File: config.mk
export PLATFORM = sky130hd
export DESIGN_NAME = miss_issue_queue
export DESIGN_NICKNAME = d
export VERILOG_FILES = /design/src/rtl/miss_issue_queue.sv
export SDC_FILE = /design/constraint.sdc
export NUM_CORES = 1
export LEC_CHECK = 0
export BUFFER_PORTS_ARGS = -buffer_cell sky130_fd_sc_hd__buf_2
export CORE_MARGIN = 1.5
export CORE_UTILIZATION = 30
export DETAILED_ROUTE_END_ITERATION = 16
export GPL_ROUTABILITY_DRIVEN = 0
export PLACE_DENSITY_LB_ADDON = 0.3
export SLEW_MARGIN = 20
export SYNTH_ARGS = -nofsm -noshare
export SYNTH_HDL_FRONTEND = slang
export SYNTH_SLANG_ARGS = --single-unit
File: constraint.sdc
create_clock -name clk -period 5.3 [get_ports clk]
set_input_delay 0.265 -clock clk [delete_from_list [all_inputs] [get_ports clk]]
set_output_delay 0.265 -clock clk [all_outputs]
set_load 0.01 [all_outputs]
File: src/rtl/miss_issue_queue.sv
module miss_issue_queue #(
  parameter int AW = 32,
  parameter int DEPTH = 4,
  localparam int IDW = $clog2(DEPTH + 1),
  localparam int SW = $clog2(DEPTH)
) (
  input  logic           clk,
  input  logic           rst_n,
  input  logic           imiss_valid,
  input  logic [AW-1:0]  imiss_addr,
  output logic           imiss_ready,
  input  logic           dmiss_valid,
  input  logic [AW-1:0]  dmiss_addr,
  output logic           dmiss_ready,
  input  logic           co_valid,
  input  logic [AW-1:0]  co_addr,
  output logic           co_ready,
  output logic           bus_req_valid,
  output logic [AW-1:0]  bus_req_addr,
  output logic [IDW-1:0] bus_req_id,
  output logic           bus_req_cast,
  input  logic           bus_req_ready,
  input  logic           cpl_valid,
  input  logic [IDW-1:0] cpl_id
);
  typedef enum logic [1:0] {CO_EMPTY, CO_PEND, CO_FLY} co_t;

  logic [DEPTH-1:0] v, ins, iss;
  logic [AW-1:0]    a [DEPTH];
  logic [SW-1:0]    ord [DEPTH];
  logic [SW-1:0]    ord_n [DEPTH];
  logic [SW:0]      oc, oc_n, cnt;
  co_t              co_st;
  logic [AW-1:0]    co_a;
  logic             lock, lock_co;

  logic [SW-1:0] fs0, fs1, d_slot, head;
  logic f0, f1, imatch, dmatch;
  logic full, iout, i_alloc, d_alloc, sel_co, fire, pop;

  always_comb begin
    fs0 = '0; fs1 = '0; f0 = 1'b0; f1 = 1'b0;
    imatch = 1'b0; dmatch = 1'b0;
    for (int i = 0; i < DEPTH; i++) begin
      if (!v[i]) begin
        if (!f0) begin fs0 = SW'(i); f0 = 1'b1; end
        else if (!f1) begin fs1 = SW'(i); f1 = 1'b1; end
      end
      if (v[i] && a[i] == imiss_addr) imatch = 1'b1;
      if (v[i] && a[i] == dmiss_addr) dmatch = 1'b1;
    end
  end

  assign cnt  = (SW+1)'($countones(v));
  assign full = &v;
  assign iout = |(v & ins);

  assign imiss_ready = !full && !iout;
  assign i_alloc     = imiss_valid && imiss_ready && !imatch;
  assign dmiss_ready = !full && !(i_alloc && cnt == (SW+1)'(DEPTH - 1));
  assign d_alloc     = dmiss_valid && dmiss_ready && !dmatch &&
                       !(i_alloc && dmiss_addr == imiss_addr);
  assign d_slot      = i_alloc ? fs1 : fs0;

  assign co_ready      = co_st == CO_EMPTY;
  assign head          = ord[0];
  assign sel_co        = lock ? lock_co : (co_st == CO_PEND);
  assign bus_req_valid = sel_co || oc != '0;
  assign bus_req_cast  = sel_co;
  assign bus_req_addr  = sel_co ? co_a : a[head];
  assign bus_req_id    = sel_co ? IDW'(DEPTH) : IDW'(head);
  assign fire          = bus_req_valid && bus_req_ready;
  assign pop           = fire && !sel_co;

  always_comb begin
    ord_n = ord;
    oc_n  = oc;
    if (pop) begin
      for (int i = 0; i < DEPTH - 1; i++) ord_n[i] = ord[i+1];
      oc_n = oc - 1'b1;
    end
    if (i_alloc) begin
      ord_n[oc_n[SW-1:0]] = fs0;
      oc_n = oc_n + 1'b1;
    end
    if (d_alloc) begin
      ord_n[oc_n[SW-1:0]] = d_slot;
      oc_n = oc_n + 1'b1;
    end
  end

  always_ff @(posedge clk) begin
    if (!rst_n) begin
      v <= '0; ins <= '0; iss <= '0; oc <= '0;
      co_st <= CO_EMPTY; co_a <= '0; lock <= 1'b0; lock_co <= 1'b0;
      for (int i = 0; i < DEPTH; i++) begin
        a[i] <= '0;
        ord[i] <= '0;
      end
    end else begin
      ord <= ord_n;
      oc  <= oc_n;
      lock    <= bus_req_valid && !bus_req_ready;
      lock_co <= sel_co;
      for (int i = 0; i < DEPTH; i++) begin
        if (cpl_valid && cpl_id == IDW'(i) && v[i] && iss[i]) v[i] <= 1'b0;
        if (pop && head == SW'(i)) iss[i] <= 1'b1;
        if (i_alloc && fs0 == SW'(i)) begin
          v[i] <= 1'b1; ins[i] <= 1'b1; iss[i] <= 1'b0; a[i] <= imiss_addr;
        end
        if (d_alloc && d_slot == SW'(i)) begin
          v[i] <= 1'b1; ins[i] <= 1'b0; iss[i] <= 1'b0; a[i] <= dmiss_addr;
        end
      end
      case (co_st)
        CO_EMPTY: if (co_valid) begin co_st <= CO_PEND; co_a <= co_addr; end
        CO_PEND:  if (fire && sel_co) co_st <= CO_FLY;
        CO_FLY:   if (cpl_valid && cpl_id == IDW'(DEPTH)) co_st <= CO_EMPTY;
        default:  co_st <= CO_EMPTY;
      endcase
    end
  end
endmodule

==> flow_summary_export.csv <==
group,metric,value,unit
setup_path,endpoint_kind,"flop",
timing,hold_viol_final,0,
logic_synthesis,ys_seq_elements,187,
logic_synthesis,avgSynthCellArea,10.0,um2
timing,layout_setup_ws,1.08,ns
setup_path,cp-start-kind,"flop",
timing,slew_headroom,39.3,%
power_and_ir_drop,p_leak,0.00562,uW
clock_network,cts_max_path_buffers,2,
layout,drive_gt1_share,20.1,%
clock_network,htreeDepth,4,
global_route,gr-usage-all-layers,21.8,%
clock_network,clock-sinks,187,
clock_network,cts_tree,"done",
floorplanning,initial_utilization,30.6,%
flow_run,cap_violations,0,
floorplanning,die-area,46500,um2
timing,timing.fmax,237,MHz
timing,drv_slew,0,
layout,finalNonFillerCells,2010,
clock_network,cts_resized,0,
logic_synthesis,synth-edff-count,128,
global_route,grtUsageMet3,4.09,%
placed_design,dp_slack,1.11,ns
placed_design,dpl.hpwl,38700,um
logic_synthesis,synthCells,1353,
global_route,grt_max_degree,89,
power_and_ir_drop,power.total,6720,uW
drt,avgRoutedWirePerCell,25.4,um
layout,multiInputGateArea,7880,um2
timing,setup_violations,0,
drt,ant_nets,0,
setup_path,cp_data_required_time,5.40,ns
timing,fin_worst_skew,0.0138,ns
layout,fin_util,34.4,%
global_route,busiest_layer,"met2",
logic_synthesis,ys_warn_count,0,
floorplanning,row_count,77,
setup_path,crit_start,"a[0][16]",
clock_network,clock_latency,0.47,ns
clock_network,clkTransAtPathRegs,0.08,ns
clock_network,cts_made_buffers,17,
layout,n_fill_cell,4442,
drt,drt_iter0_drc,1334,
setup_path,cp_cell_sequence,"xor2_1 > nor4_1 > nand4_1 > o311ai_4 > nor3_1 > or4_4 > or3b_2 > nand3b_1 > buf_4",
power_and_ir_drop,max-vdd-ir-drop,266,uV
timing,worst_slew_pin_slew,0.910,ns
floorplanning,core-area,44400,um2
drt,first_pass_iters,5,
drt,viasPerCell,5.50,
global_route,globalRoute.totalOverflow,0,
timing,tns,0,ns
setup_path,arrival,4.32,ns
logic_synthesis,yosysSeqAreaShare,37.0,%
global_route,met2_usage,34.1,%
setup_path,r2r_slack,1.08,ns
drt,finalWirelength,51000,um
global_route,grt_pass1_wl,73900,um
setup_path,critPathKind,"flop to flop",
setup_path,crit_path_end,"a[2][18]",
setup_path,rr_endpoint,"a[2][18]",
layout,final_cell_mix,"xnor2_1, buf_2, nand3_1",
timing,rsz0062_at_grt,"no",
global_route,met1_usage,29.5,%
setup_path,r2r_start,"a[0][16]",
logic_synthesis,syn_area,13600,um2
logic_synthesis,synth.distinct_cells,52,
drt,vias,11061,
drt,drc,0,
floorplanning,die_x,216,um
worst_hold_path,hold_class,"primary input to flop",
power_and_ir_drop,powerDensity,440,nW/um2
run_status,outcome,"complete, no violations",
layout,nets,1526,
floorplanning,die_height,216,um
setup_path,slowest_stage,"or4_4",
layout,areaGrowthSynthToFinish,12.5,%
timing,fin_crit,4.22,ns
setup_path,cp_max_fo,32,
placed_design,port_buffers,145,
clock_network,clockRootBuffer,"clkbuf_16",
logic_synthesis,synth_ff_type,"edfxtp_1",
logic_synthesis,syn_nets,1477,
logic_synthesis,async_reset_ff_share,0,%
timing,fin_crit_sh,79.7,%
global_route,antenna_found_initial,6,
setup_path,cpPeakStageDelay,0.70,ns
global_route,first_global_vias,10619,
floorplanning,pin_count,146,
setup_path,reg2reg_depth,9,
layout,final_common_cell,"xnor2_1",
layout,register_area,5030,um2
placed_design,dp_cells,1974,
-- registers in the layout, indices dropped and copies added (netlist names) --
name     cells
a          128
co_a        32
iss          4
lock_co      1
lock         1
head         2
co_st        2
v            4
oc           3
ord          6
ins          4
-- cell families after synthesis --
logic type	after synthesis	share of synthesized area, %
simple gates	404	15.0
compound gates	93	4.45
fa+ha+maj	18	1.72
mux	198	17.9
xor+xnor	289	18.7
buf+inv	164	5.24
flops	187	37.0
-- worst min-delay path by stage --
stage                           to  slack [ns]     startpoint  cells past startpoint
after global placement    co_a[26]        0.44       co_a[26]                      2
final                     co_a[17]        0.03    co_addr[17]                      3
after floorplan               lock        0.34  bus_req_ready                      1
after global routing      co_a[21]        0.03    co_addr[21]                      3
after detailed placement   co_a[2]        0.44        co_a[2]                      2
after CTS                 co_a[23]        0.01    co_addr[23]                      3
-- cells in the mapped netlist (17+ instances only) --
cell	instances	area (um2)
dfxtp_1	59	1180
edfxtp_1	128	3840
nand2_1	106	398
nor2_1	20	75.1
mux4_2	32	721
xor2_1	71	622
inv_1	23	86.3
clkbuf_1	95	357
nand3_1	142	711
xnor2_1	218	1910
mux2_2	35	394
buf_2	28	140
nand4_1	55	344
ha_1	17	213
nor4_1	32	200
a21oi_1	55	275
mux2i_1	131	1310
-- where the power goes --
part,switching [uW],internal (uW)
clock network,647,717
registers,440,1930
logic,1730,1250
total,2820,3900
-- critical path: cells and delay by family, from the launching register on --
kind	cells	cell delay, ns
simple gates	6	2.25
buf+inv	1	0.48
compound gates	1	0.48
xor+xnor	1	0.19
flops	1	0.43
-- per-layer routing --
layer | share of wire [%] | vias to the layer above | routed length, um
met1 | 44 | 5509 | 22200
met2 | 46 | 521 | 23400
met4 | 3.2 | 4 | 1650
li1 | - | 4939 | -
met3 | 7.3 | 88 | 3700
met5 | 0.065 | - | 33
-- through the flow --
stage	hold slack, ns	area [um2]
6_report	0.0302	15300
4_1_cts	0.0129	15300
2_1_floorplan	0.341	13600
3_5_place_dp	0.444	14600
5_1_grt	0.0261	15300
3_3_place_gp	0.439	14600
-- what timing repair did --
item | in CTS | in global routing
buffers inserted | 0 | 0
hold endpoints to repair | 1 | 0
hold buffers | 1 | 0
-- layout make-up --
| class | instances | share of cell area (%) |
|---|---|---|
| clock inverters | 13 | 0.819 |
| inverters | 24 | 0.590 |
| clock buffers | 19 | 3.11 |
| flip-flops and latches | 187 | 32.9 |
| well taps | 592 | 4.85 |
| repair buffers | 170 | 6.01 |
| multi-input cells | 1002 | 51.6 |
| diodes | 3 | 0.0492 |
(Power assumes the default switching activity.)
